`src/rtl/tbenc_pkg.sv`:
```
package tbenc_pkg;

  typedef enum logic [1:0] {
    ST_IDLE = 2'd0,
    ST_FILL = 2'd1,
    ST_CODE = 2'd2
  } enc_state_e;

  localparam int unsigned CODE_K      = 7;
  localparam int unsigned CODE_OUTS   = 3;
  localparam logic [CODE_OUTS*CODE_K-1:0] CODE_GENS = {7'o165, 7'o171, 7'o133};

endpackage

```
`src/rtl/tbenc_frame_store.sv`:
```
module tbenc_frame_store #(
  parameter int unsigned MAX_LEN = 384,
  parameter int unsigned IDX_W   = $clog2(MAX_LEN)
) (
  input  logic             clk,
  input  logic             wr_en,
  input  logic [IDX_W-1:0] wr_idx,
  input  logic             wr_bit,
  input  logic [IDX_W-1:0] rd_idx,
  output logic             rd_bit
);

  logic [MAX_LEN-1:0] mem_q;
  logic [MAX_LEN-1:0] mem_d;

  always_comb begin
    mem_d = mem_q;
    if (wr_en) begin
      mem_d[wr_idx] = wr_bit;
    end
  end

  always_ff @(posedge clk) begin
    mem_q <= mem_d;
  end

  assign rd_bit = mem_q[rd_idx];

endmodule

```
`src/rtl/tbenc_conv_core.sv`:
```
module tbenc_conv_core #(
  parameter int unsigned CONSTR_LEN = 7,
  parameter int unsigned NUM_OUT    = 3,
  parameter logic [NUM_OUT*CONSTR_LEN-1:0] GENS = {7'o165, 7'o171, 7'o133}
) (
  input  logic               clk,
  input  logic               rst_n,
  input  logic               shift_en,
  input  logic               shift_bit,
  input  logic               emit_en,
  output logic [NUM_OUT-1:0] code_o
);

  localparam int unsigned MEM_W = CONSTR_LEN - 1;

  logic [MEM_W-1:0]      reg_q;
  logic [MEM_W-1:0]      reg_d;
  logic [CONSTR_LEN-1:0] win;
  logic [NUM_OUT-1:0]    par;
  logic [NUM_OUT-1:0]    code_q;
  logic [NUM_OUT-1:0]    code_d;

  // window: newest bit on top, register bits below in order of age
  assign win[MEM_W] = shift_bit;
  for (genvar j = 0; j < MEM_W; j++) begin : g_win
    assign win[MEM_W-1-j] = reg_q[j];
  end

  for (genvar k = 0; k < NUM_OUT; k++) begin : g_par
    assign par[k] = ^(GENS[k*CONSTR_LEN +: CONSTR_LEN] & win);
  end

  always_comb begin
    reg_d  = reg_q;
    code_d = code_q;
    if (shift_en) begin
      reg_d = {reg_q[MEM_W-2:0], shift_bit};
    end
    if (emit_en) begin
      code_d = par;
    end
  end

  always_ff @(posedge clk or negedge rst_n) begin
    if (!rst_n) begin
      reg_q  <= '0;
      code_q <= '0;
    end else begin
      reg_q  <= reg_d;
      code_q <= code_d;
    end
  end

  assign code_o = code_q;

endmodule

```
`src/rtl/tbenc_ctrl.sv`:
```
module tbenc_ctrl
  import tbenc_pkg::*;
#(
  parameter int unsigned MAX_LEN = 384,
  parameter int unsigned MIN_LEN = 6,
  parameter int unsigned LEN_W   = $clog2(MAX_LEN + 1),
  parameter int unsigned IDX_W   = $clog2(MAX_LEN)
) (
  input  logic             clk,
  input  logic             rst_n,
  input  logic             start,
  input  logic [LEN_W-1:0] frame_len,
  input  logic             in_valid,
  output logic             in_ready,
  output logic             wr_en,
  output logic [IDX_W-1:0] idx,
  output logic             shift_en,
  output logic             code_phase,
  output logic             out_valid,
  output logic             out_last,
  output logic             done,
  output logic             err,
  output enc_state_e       st
);

  enc_state_e       st_q, st_d;
  logic [IDX_W-1:0] cnt_q, cnt_d;
  logic [LEN_W-1:0] len_q, len_d;
  logic             ov_q, ov_d;
  logic             ol_q, ol_d;
  logic             done_q, done_d;
  logic             err_q, err_d;
  logic [IDX_W-1:0] last_idx;
  logic             len_bad;

  assign last_idx = IDX_W'(len_q - LEN_W'(1));
  assign len_bad  = (frame_len < LEN_W'(MIN_LEN)) || (frame_len > LEN_W'(MAX_LEN));

  always_comb begin
    st_d     = st_q;
    cnt_d    = cnt_q;
    len_d    = len_q;
    ov_d     = 1'b0;
    ol_d     = 1'b0;
    err_d    = 1'b0;
    done_d   = ov_q & ol_q;
    wr_en    = 1'b0;
    shift_en = 1'b0;
    unique case (st_q)
      ST_IDLE: begin
        if (start) begin
          if (len_bad) begin
            err_d = 1'b1;
          end else begin
            st_d  = ST_FILL;
            len_d = frame_len;
            cnt_d = '0;
          end
        end
      end
      ST_FILL: begin
        if (in_valid) begin
          wr_en    = 1'b1;
          shift_en = 1'b1;
          if (cnt_q == last_idx) begin
            st_d  = ST_CODE;
            cnt_d = '0;
          end else begin
            cnt_d = cnt_q + IDX_W'(1);
          end
        end
      end
      ST_CODE: begin
        shift_en = 1'b1;
        ov_d     = 1'b1;
        ol_d     = (cnt_q == last_idx);
        if (cnt_q == last_idx) begin
          st_d  = ST_IDLE;
          cnt_d = '0;
        end else begin
          cnt_d = cnt_q + IDX_W'(1);
        end
      end
      default: st_d = ST_IDLE;
    endcase
  end

  always_ff @(posedge clk or negedge rst_n) begin
    if (!rst_n) begin
      st_q   <= ST_IDLE;
      cnt_q  <= '0;
      len_q  <= '0;
      ov_q   <= 1'b0;
      ol_q   <= 1'b0;
      done_q <= 1'b0;
      err_q  <= 1'b0;
    end else begin
      st_q   <= st_d;
      cnt_q  <= cnt_d;
      len_q  <= len_d;
      ov_q   <= ov_d;
      ol_q   <= ol_d;
      done_q <= done_d;
      err_q  <= err_d;
    end
  end

  assign in_ready   = (st_q == ST_FILL);
  assign code_phase = (st_q == ST_CODE);
  assign idx        = cnt_q;
  assign out_valid  = ov_q;
  assign out_last   = ol_q;
  assign done       = done_q;
  assign err        = err_q;
  assign st         = st_q;

endmodule

```
`src/rtl/tailbite_conv_enc.sv`:
```
module tailbite_conv_enc
  import tbenc_pkg::*;
#(
  parameter int unsigned MAX_LEN = 384,
  localparam int unsigned LEN_W  = $clog2(MAX_LEN + 1),
  localparam int unsigned IDX_W  = $clog2(MAX_LEN)
) (
  input  logic                 clk,
  input  logic                 rst_n,
  input  logic                 start,
  input  logic [LEN_W-1:0]     frame_len,
  input  logic                 in_valid,
  input  logic                 in_bit,
  output logic                 in_ready,
  output logic                 out_valid,
  output logic [CODE_OUTS-1:0] out_code,
  output logic                 out_last,
  output logic                 done,
  output logic                 err
);

  localparam int unsigned MIN_LEN = CODE_K - 1;

  logic [1:0]       sync_q;
  logic             rst_sync_n;
  logic             wr_en;
  logic [IDX_W-1:0] idx;
  logic             shift_en;
  logic             code_phase;
  logic             rd_bit;
  logic             shift_bit;
  enc_state_e       st;

  always_ff @(posedge clk or negedge rst_n) begin
    if (!rst_n) begin
      sync_q <= 2'b00;
    end else begin
      sync_q <= {sync_q[0], 1'b1};
    end
  end
  assign rst_sync_n = sync_q[1];

  tbenc_ctrl #(
    .MAX_LEN (MAX_LEN),
    .MIN_LEN (MIN_LEN),
    .LEN_W   (LEN_W),
    .IDX_W   (IDX_W)
  ) u_ctrl (
    .clk        (clk),
    .rst_n      (rst_sync_n),
    .start      (start),
    .frame_len  (frame_len),
    .in_valid   (in_valid),
    .in_ready   (in_ready),
    .wr_en      (wr_en),
    .idx        (idx),
    .shift_en   (shift_en),
    .code_phase (code_phase),
    .out_valid  (out_valid),
    .out_last   (out_last),
    .done       (done),
    .err        (err),
    .st         (st)
  );

  tbenc_frame_store #(
    .MAX_LEN (MAX_LEN),
    .IDX_W   (IDX_W)
  ) u_store (
    .clk    (clk),
    .wr_en  (wr_en),
    .wr_idx (idx),
    .wr_bit (in_bit),
    .rd_idx (idx),
    .rd_bit (rd_bit)
  );

  assign shift_bit = code_phase ? rd_bit : in_bit;

  tbenc_conv_core #(
    .CONSTR_LEN (CODE_K),
    .NUM_OUT    (CODE_OUTS),
    .GENS       (CODE_GENS)
  ) u_core (
    .clk       (clk),
    .rst_n     (rst_sync_n),
    .shift_en  (shift_en),
    .shift_bit (shift_bit),
    .emit_en   (code_phase),
    .code_o    (out_code)
  );

endmodule

```
`config.mk`:
```
export PLATFORM = sky130hd
export DESIGN_NAME = tailbite_conv_enc
export DESIGN_NICKNAME = d
export VERILOG_FILES = /design/src/rtl/tbenc_pkg.sv /design/src/rtl/tbenc_frame_store.sv /design/src/rtl/tbenc_conv_core.sv /design/src/rtl/tbenc_ctrl.sv /design/src/rtl/tailbite_conv_enc.sv
export SDC_FILE = /design/constraint.sdc
export NUM_CORES = 1
export LEC_CHECK = 0
export ABC_AREA = 1
export BUFFER_PORTS_ARGS = -buffer_cell sky130_fd_sc_hd__buf_2
export CAP_MARGIN = 20
export CORE_ASPECT_RATIO = 0.6
export CORE_UTILIZATION = 40
export DETAILED_ROUTE_END_ITERATION = 10
export PLACE_DENSITY_LB_ADDON = 0.3
export SETUP_SLACK_MARGIN = 0.05
export SLEW_MARGIN = 30
export SYNTH_ARGS = -nofsm -noshare
export SYNTH_HDL_FRONTEND = slang
export SYNTH_HIERARCHICAL = 1
export SYNTH_SLANG_ARGS = --single-unit
```
`constraint.sdc`:
```
create_clock -name clk -period 2.27 [get_ports clk]
set_clock_uncertainty 0.1 [all_clocks]
set_input_delay 0.1135 -clock clk [delete_from_list [all_inputs] [get_ports clk]]
set_output_delay 0.1135 -clock clk [all_outputs]
set_load 0.02 [all_outputs]
```
==> results of run 1 <==
[worst max-delay path: cells and delay by family (launching register included)]
family / cells / cell delay, ns
buffers and inverters: 3 / 0.41
and+or+nand+nor: 21 / 1.54
DFF: 1 / 0.59
[metrics by stage]
step | power (uW) | hold WS, ns
detailed placement | 18500 | -0.198
global placement | 18400 | -0.200
global route | 27900 | 0.0836
finish | 26700 | 0.0488
floorplan | 15100 | -0.282
CTS | 25800 | 0.0191
[registers in the layout, summed over array words and instances (netlist names)]
register	flops
u_store/mem_q	384
u_ctrl/idx	9
u_ctrl/len_q	9
u_core/reg_q	6
u_core/code_o	3
sync_q	2
u_ctrl/st	2
u_ctrl/done	1
u_ctrl/err	1
u_ctrl/out_last	1
u_ctrl/out_valid	1
[path summary, 6_finish.rpt]
path	startpoint	endpoint	slack [ns]
setup / recovery	u_ctrl/idx[0]$_DFFE_PN0P_	u_core/code_o[0]$_DFFE_PN0P_	-0.51
hold / removal	in_valid	u_ctrl/st[1]$_DFFE_PN0P_	0.05
setup reg to reg	u_ctrl/idx[0]$_DFFE_PN0P_	u_core/code_o[0]$_DFFE_PN0P_	-0.51
hold reg to reg	sync_q[1]$_DFF_PN0_	u_ctrl/out_last$_DFF_PN0_	0.16
max in group asynchronous	sync_q[1]$_DFF_PN0_	u_ctrl/len_q[2]$_DFFE_PN0P_	1.30
min in group asynchronous	sync_q[1]$_DFF_PN0_	u_ctrl/out_last$_DFF_PN0_	0.16
[cell type report]
class / count / area, sq um / area share [%]
Timing Repair inverter: 1 / 16.3 / 0.0692
Tap cell: 640 / 801 / 3.40
Clock buffer: 60 / 1150 / 4.88
Multi-Input combinational cell: 1396 / 6340 / 27.0
Timing Repair Buffer: 201 / 2410 / 10.3
Sequential cell: 419 / 12400 / 52.8
Clock inverter: 8 / 62.6 / 0.266
Inverter: 78 / 318 / 1.35
[synthesized netlist by cell type (7+ instances only)]
| cell type | instances | area (sq um) |
|---|---|---|
| xor2_1 | 9 | 78.8 |
| buf_2 | 33 | 165 |
| nand2_1 | 469 | 1760 |
| nand3_1 | 288 | 1440 |
| buf_6 | 14 | 158 |
| inv_1 | 73 | 274 |
| buf_4 | 16 | 120 |
| o22ai_1 | 36 | 225 |
| dfrtp_1 | 35 | 876 |
| nor3_1 | 8 | 40.0 |
| nor2_1 | 470 | 1760 |
| a21oi_1 | 7 | 35.0 |
| edfxtp_1 | 384 | 11500 |
| o21ai_1 | 34 | 170 |
| buf_1 | 10 | 37.5 |
| clkbuf_1 | 65 | 244 |
| o21ai_0 | 44 | 220 |
[cell families after synthesis]
logic type	Yosys count	synth area share, %
compound gates	124	3.49
xor+xnor	13	0.585
fa+ha+maj	6	0.386
buf+inv	217	5.37
flops	419	63.8
mux	2	0.116
other cells	1	0.0193
simple gates	1250	26.3
[power by group through the flow]
stage / sequential [uW] / combinational [uW] / clock (uW)
floorplan: 9070 / 5980 / 0
finish: 8950 / 11300 / 6480
CTS: 8920 / 10300 / 6530
detailed placement: 9050 / 9470 / 0
global placement: 9050 / 9350 / 0
global route: 8980 / 12100 / 6830
[metal layers]
layer	vias to the layer above	track usage, %
met2	826	31.9
met1	7493	37.6
met5	-	0
met4	0	4.61
met3	73	4.17
li1	7015	-
[timing repair]
action / in CTS / in global routing
buffers inserted: 3 / 4
hold buffers: 15 / 0
resized for setup: 53 / 80
hold endpoints to repair: 23 / 0
cloned: 5 / 5
pin swaps: 16 / 23
setup endpoints to repair: 221 / 327
==> metrics.txt, run 1 <==
max-cap viol count=0; CTS tree=done; FFs w/ async S/R, synth=8.35%; Final period util=123%; via count=15400; kind of critical path=flop to flop; Hold Path Cell Cnt=7; area delta synth->final=20.9%; headroom to the max-slew limit=55.9%; CP Max Fanout=10; max-slew violation count=0; initial antenna violation count=0; Fin. Hold Viols=0; TNS Setup=-1.65 ns; Util after Layout=49.1%; crit path capture type=flop; prevailing post-synth register cell=edfxtp_1; placed inst area=0.0213 sq mm; crit path launch type=flop; Clk pin slew, worst setup/hold paths=0.07 ns; RSZ-0062 raised after global routing=yes; commonest non-fill, non-tap cell in the layout=nor2_1; clock network fraction of total power=24.3%; grt ovf=0; met2 WL=24.2 mm; DP Worst Slack=-0.600 ns; Die ar.=0.0495 sq mm; PD cells=1130 mW/mm^2; Hold Crit Class=input port to flop; final setup violation count=4; Sw Ratio=37.7%; clk root buf=clkbuf_16; Yosys cell types=33; dpl hpwl=34.2 mm; CTS H-tree lvls=2; CP peak stage delay=0.59 ns; DR vias/cell=5.50; combinational share of power=42.2%; Ys Warns=6; post-route worst setup slack=-0.511 ns; Die Height=173 um; vias in the first global route=14300; GRT Util Overall=23.2%; DR top layer=met4; maximum VDD drop=560 uV; first-pass GRT wire length=87.2 mm; cell count after placement=2705; Starting Density=40.6%; fmax=0.360 GHz; CTS max path bufs=3; Mean Syn Cell Area=9.57 sq um; # fillers=4311; failing checks=DRC, setup timing; top-level port count=22; nets=2155; num rows=62; LEAKAGE=0.00843 uW; Routed met3 length=6.76 mm; Syn Nets=2052; Inserted Clock Buffers=38; Net Switching=10100 uW; First-pass DRT Iterations=8; Arr. time, crit path=3.12 ns; drc violations=1; Buffers on Ports=21; routed wire length=58.4 mm; Diodes inserted=0; Flop pwr share=33.5%; layout cells sized above 1=15.9%; fin cells=2803; commonest cells after routing, fill and taps aside=nor2_1 (458), nand2_1 (445), edfxtp_1 (384); Die X-Extent=287 um; DR iter-0 viols=2174; worst r2r path cells=24; ANT nets after route=0; Post-synth EDFFs=384; CORE AREA=0.0479 sq mm; largest net degree at the start of global routing=146; Final min period=2.78 ns; final instance area=0.0235 sq mm; status=finished with violations; Critical-path top delay cell=dfrtp_4; Routability Congestion=0.899; synthesized flop and latch total=419; Critical Path RT=2.60 ns; Metal-1 WL=26.5 mm; CTS sink count=419; Seq/Total Area, Yosys=63.8%; crit-path cells=buf_12, buf_4, nand2_1, nand3_1, nand3_1, nand3_1, nand2_1, nand2_1, nand3_2, nand3_2, nand3_2, nand2_1, nand2_1, nand2_2, nand2_2, nand2_4, inv_2, nand2_1, nand2_1, nand2_1, nand2_1, nand2_1, nand3_1, nand2_1; Synth Cell Area=0.0195 sq mm; Int Pwr=16600 uW; worst skew pair latency=0.54 ns; Mapped Cells=2032; routed length per instance=20.8 um; CP dominant cell by count=nand2_1; Worst Max-Slew Pin Slew=0.661 ns
(Power assumes the default switching activity.)
==> inputs of run 2 (changes only) <==
--- a/config.mk
+++ b/config.mk
@@ -12,7 +12,6 @@
 export CORE_UTILIZATION = 40
 export DETAILED_ROUTE_END_ITERATION = 10
 export PLACE_DENSITY_LB_ADDON = 0.3
-export SETUP_SLACK_MARGIN = 0.05
 export SLEW_MARGIN = 30
 export SYNTH_ARGS = -nofsm -noshare
 export SYNTH_HDL_FRONTEND = slang
==> metrics.txt, run 2 (synthesized netlist as in run 1, its figures left out) <==
status=finished with violations; failing checks=setup timing; CTS sink count=419; FF-to-FF Start=u_ctrl/idx[0]$_DFFE_PN0P_; Die X-Extent=287 um; TNS Setup=-6.15 ns; Fin. Hold Viols=0; dpl hpwl=33.8 mm; RSZ-0062 raised after global routing=yes; drc violations=0; Diodes inserted=0; Buffers on Ports=21; max-slew violation count=0; Die ar.=0.0495 sq mm; nets=2188; top-level port count=22; largest net degree at the start of global routing=165; reg2reg end=u_core/code_o[0]$_DFFE_PN0P_; ANT nets after route=0; first-pass GRT wire length=87.9 mm; Inserted Clock Buffers=39; headroom to the max-slew limit=46.3%; WHS=0.0323 ns; multi-input logic area=0.00702 sq mm; register area=0.0124 sq mm; cell count after placement=2703; DR iter-0 viols=2320; hold path endpoint=u_ctrl/st[0]$_DFFE_PN0P_; Hold Crit Class=input port to flop; GRT Util Overall=23.4%; commonest cells after routing, fill and taps aside=nand2_1 (432), edfxtp_1 (384), nor2_1 (339); kind of critical path=flop to flop; Worst Max-Slew Pin Slew=0.803 ns; worst r2r path cells=24; CTS tree=done; CTS H-tree lvls=2; Reg2Reg Setup Slack=-0.55 ns; initial antenna violation count=2; placed inst area=0.0212 sq mm; Final period util=124%; crit path launch type=flop; Clk pin slew, worst setup/hold paths=0.07 ns; Arr. time, crit path=3.16 ns; Hold Startpoint=in_valid; crit path capture type=flop; PD cells=1110 mW/mm^2; # fillers=4211; Routability Congestion=0.874; First-pass DRT Iterations=9; final setup violation count=113; vias in the first global route=14400; grt ovf=0; layout cells sized above 1=23.7%; worst skew pair latency=0.55 ns; clk root buf=clkbuf_16; Starting Density=40.6%; post-route worst setup slack=-0.553 ns; Critical Path RT=2.61 ns; CORE AREA=0.0479 sq mm; LEAKAGE=0.00878 uW; Die Height=173 um; commonest non-fill, non-tap cell in the layout=nand2_1; max reg flops=384; largest register by flop count=u_store/mem_q; area delta synth->final=27.5%; CTS max path bufs=3; CP Max Fanout=7; max-cap viol count=0; routed length per instance=22.0 um; DR vias/cell=5.57; routed wire length=62.4 mm; fmax=0.354 GHz; via count=15800; Hold Path Cell Cnt=7; maximum VDD drop=565 uV; fin cells=2835; final instance area=0.0248 sq mm; num rows=62; Final min period=2.82 ns
run 2: report_power, final:
part | total (uW) | switching (uW) | internal (uW)
registers | 8960 | 288 | 8670
logic | 11900 | 7280 | 4630
clock network | 6650 | 2920 | 3730
total | 27500 | 10500 | 17000
run 2: final cells by class:
| cell class | instances | share of cell area, % |
|---|---|---|
| clock buffer | 50 | 4.39 |
| clock inverter | 18 | 0.651 |
| inverter | 78 | 1.27 |
| multi-input combinational | 1396 | 28.3 |
| sequential | 419 | 50.1 |
| tap | 640 | 3.23 |
| timing repair buffer | 233 | 12.0 |
| timing repair inverter | 1 | 0.0353 |
run 2: repair_timing:
| action | CTS | global route |
|---|---|---|
| endpoints found under the hold margin | 36 | 0 |
| setup endpoints to repair | 165 | 238 |
| cloned | 12 | 16 |
| pin swaps | 24 | 33 |
| buffers inserted | 12 | 5 |
| hold buffers | 20 | 0 |
| gates resized for setup | 99 | 270 |
run 2: through the flow:
stage | worst slack [ns] | utilization [%] | total power, uW
5_1_grt | -0.748 | 51.7 | 28700
2_1_floorplan | -0.0346 | - | 15100
4_1_cts | -0.500 | 48.9 | 26300
6_report | -0.553 | 51.7 | 27500
3_5_place_dp | -0.715 | 44.2 | 18300
3_3_place_gp | -0.746 | 44.2 | 18300
run 2: worst max-delay path, cell delays in order, from the launching register on:
cell	delay, ns
dfrtp_4	0.59
inv_12	0.16
clkbuf_16	0.17
clkbuf_16	0.14
nand2_1	0.06
nand3_1	0.08
nand3_1	0.07
nand3_1	0.11
nand3_1	0.09
nand2_1	0.08
nand2_1	0.08
nand3_2	0.10
nand3_2	0.07
nand2_1	0.08
nand2_2	0.07
nand2_4	0.09
nand2_4	0.06
nand2_4	0.09
nand2_2	0.05
nand2_1	0.08
nand2_2	0.05
nand2_1	0.06
nand2_1	0.05
nand3_1	0.08
nand2_1	0.05
run 2: metal layers:
metal	wire (um)	GRT usage (%)	vias to the layer above
li1	-	-	7097
met1	27200	35.9	7718
met2	26200	33.6	874
met3	7920	5.71	99
met4	1080	4.41	0
met5	0	0	-
run 2: worst max-delay path by stage:
| stage | start | to | slack [ns] |
|---|---|---|---|
| global route | u_ctrl/idx[0]$_DFFE_PN0P_ | u_core/code_o[0]$_DFFE_PN0P_ | -0.75 |
| floorplan | u_ctrl/idx[0]$_DFFE_PN0P_ | u_core/code_o[0]$_DFFE_PN0P_ | -0.03 |
| CTS | u_ctrl/idx[0]$_DFFE_PN0P_ | u_core/code_o[0]$_DFFE_PN0P_ | -0.50 |
| detailed placement | u_ctrl/idx[0]$_DFFE_PN0P_ | u_core/code_o[0]$_DFFE_PN0P_ | -0.72 |
| global placement | u_ctrl/idx[0]$_DFFE_PN0P_ | u_core/code_o[0]$_DFFE_PN0P_ | -0.75 |
| finish | u_ctrl/idx[0]$_DFFE_PN0P_ | u_core/code_o[0]$_DFFE_PN0P_ | -0.55 |
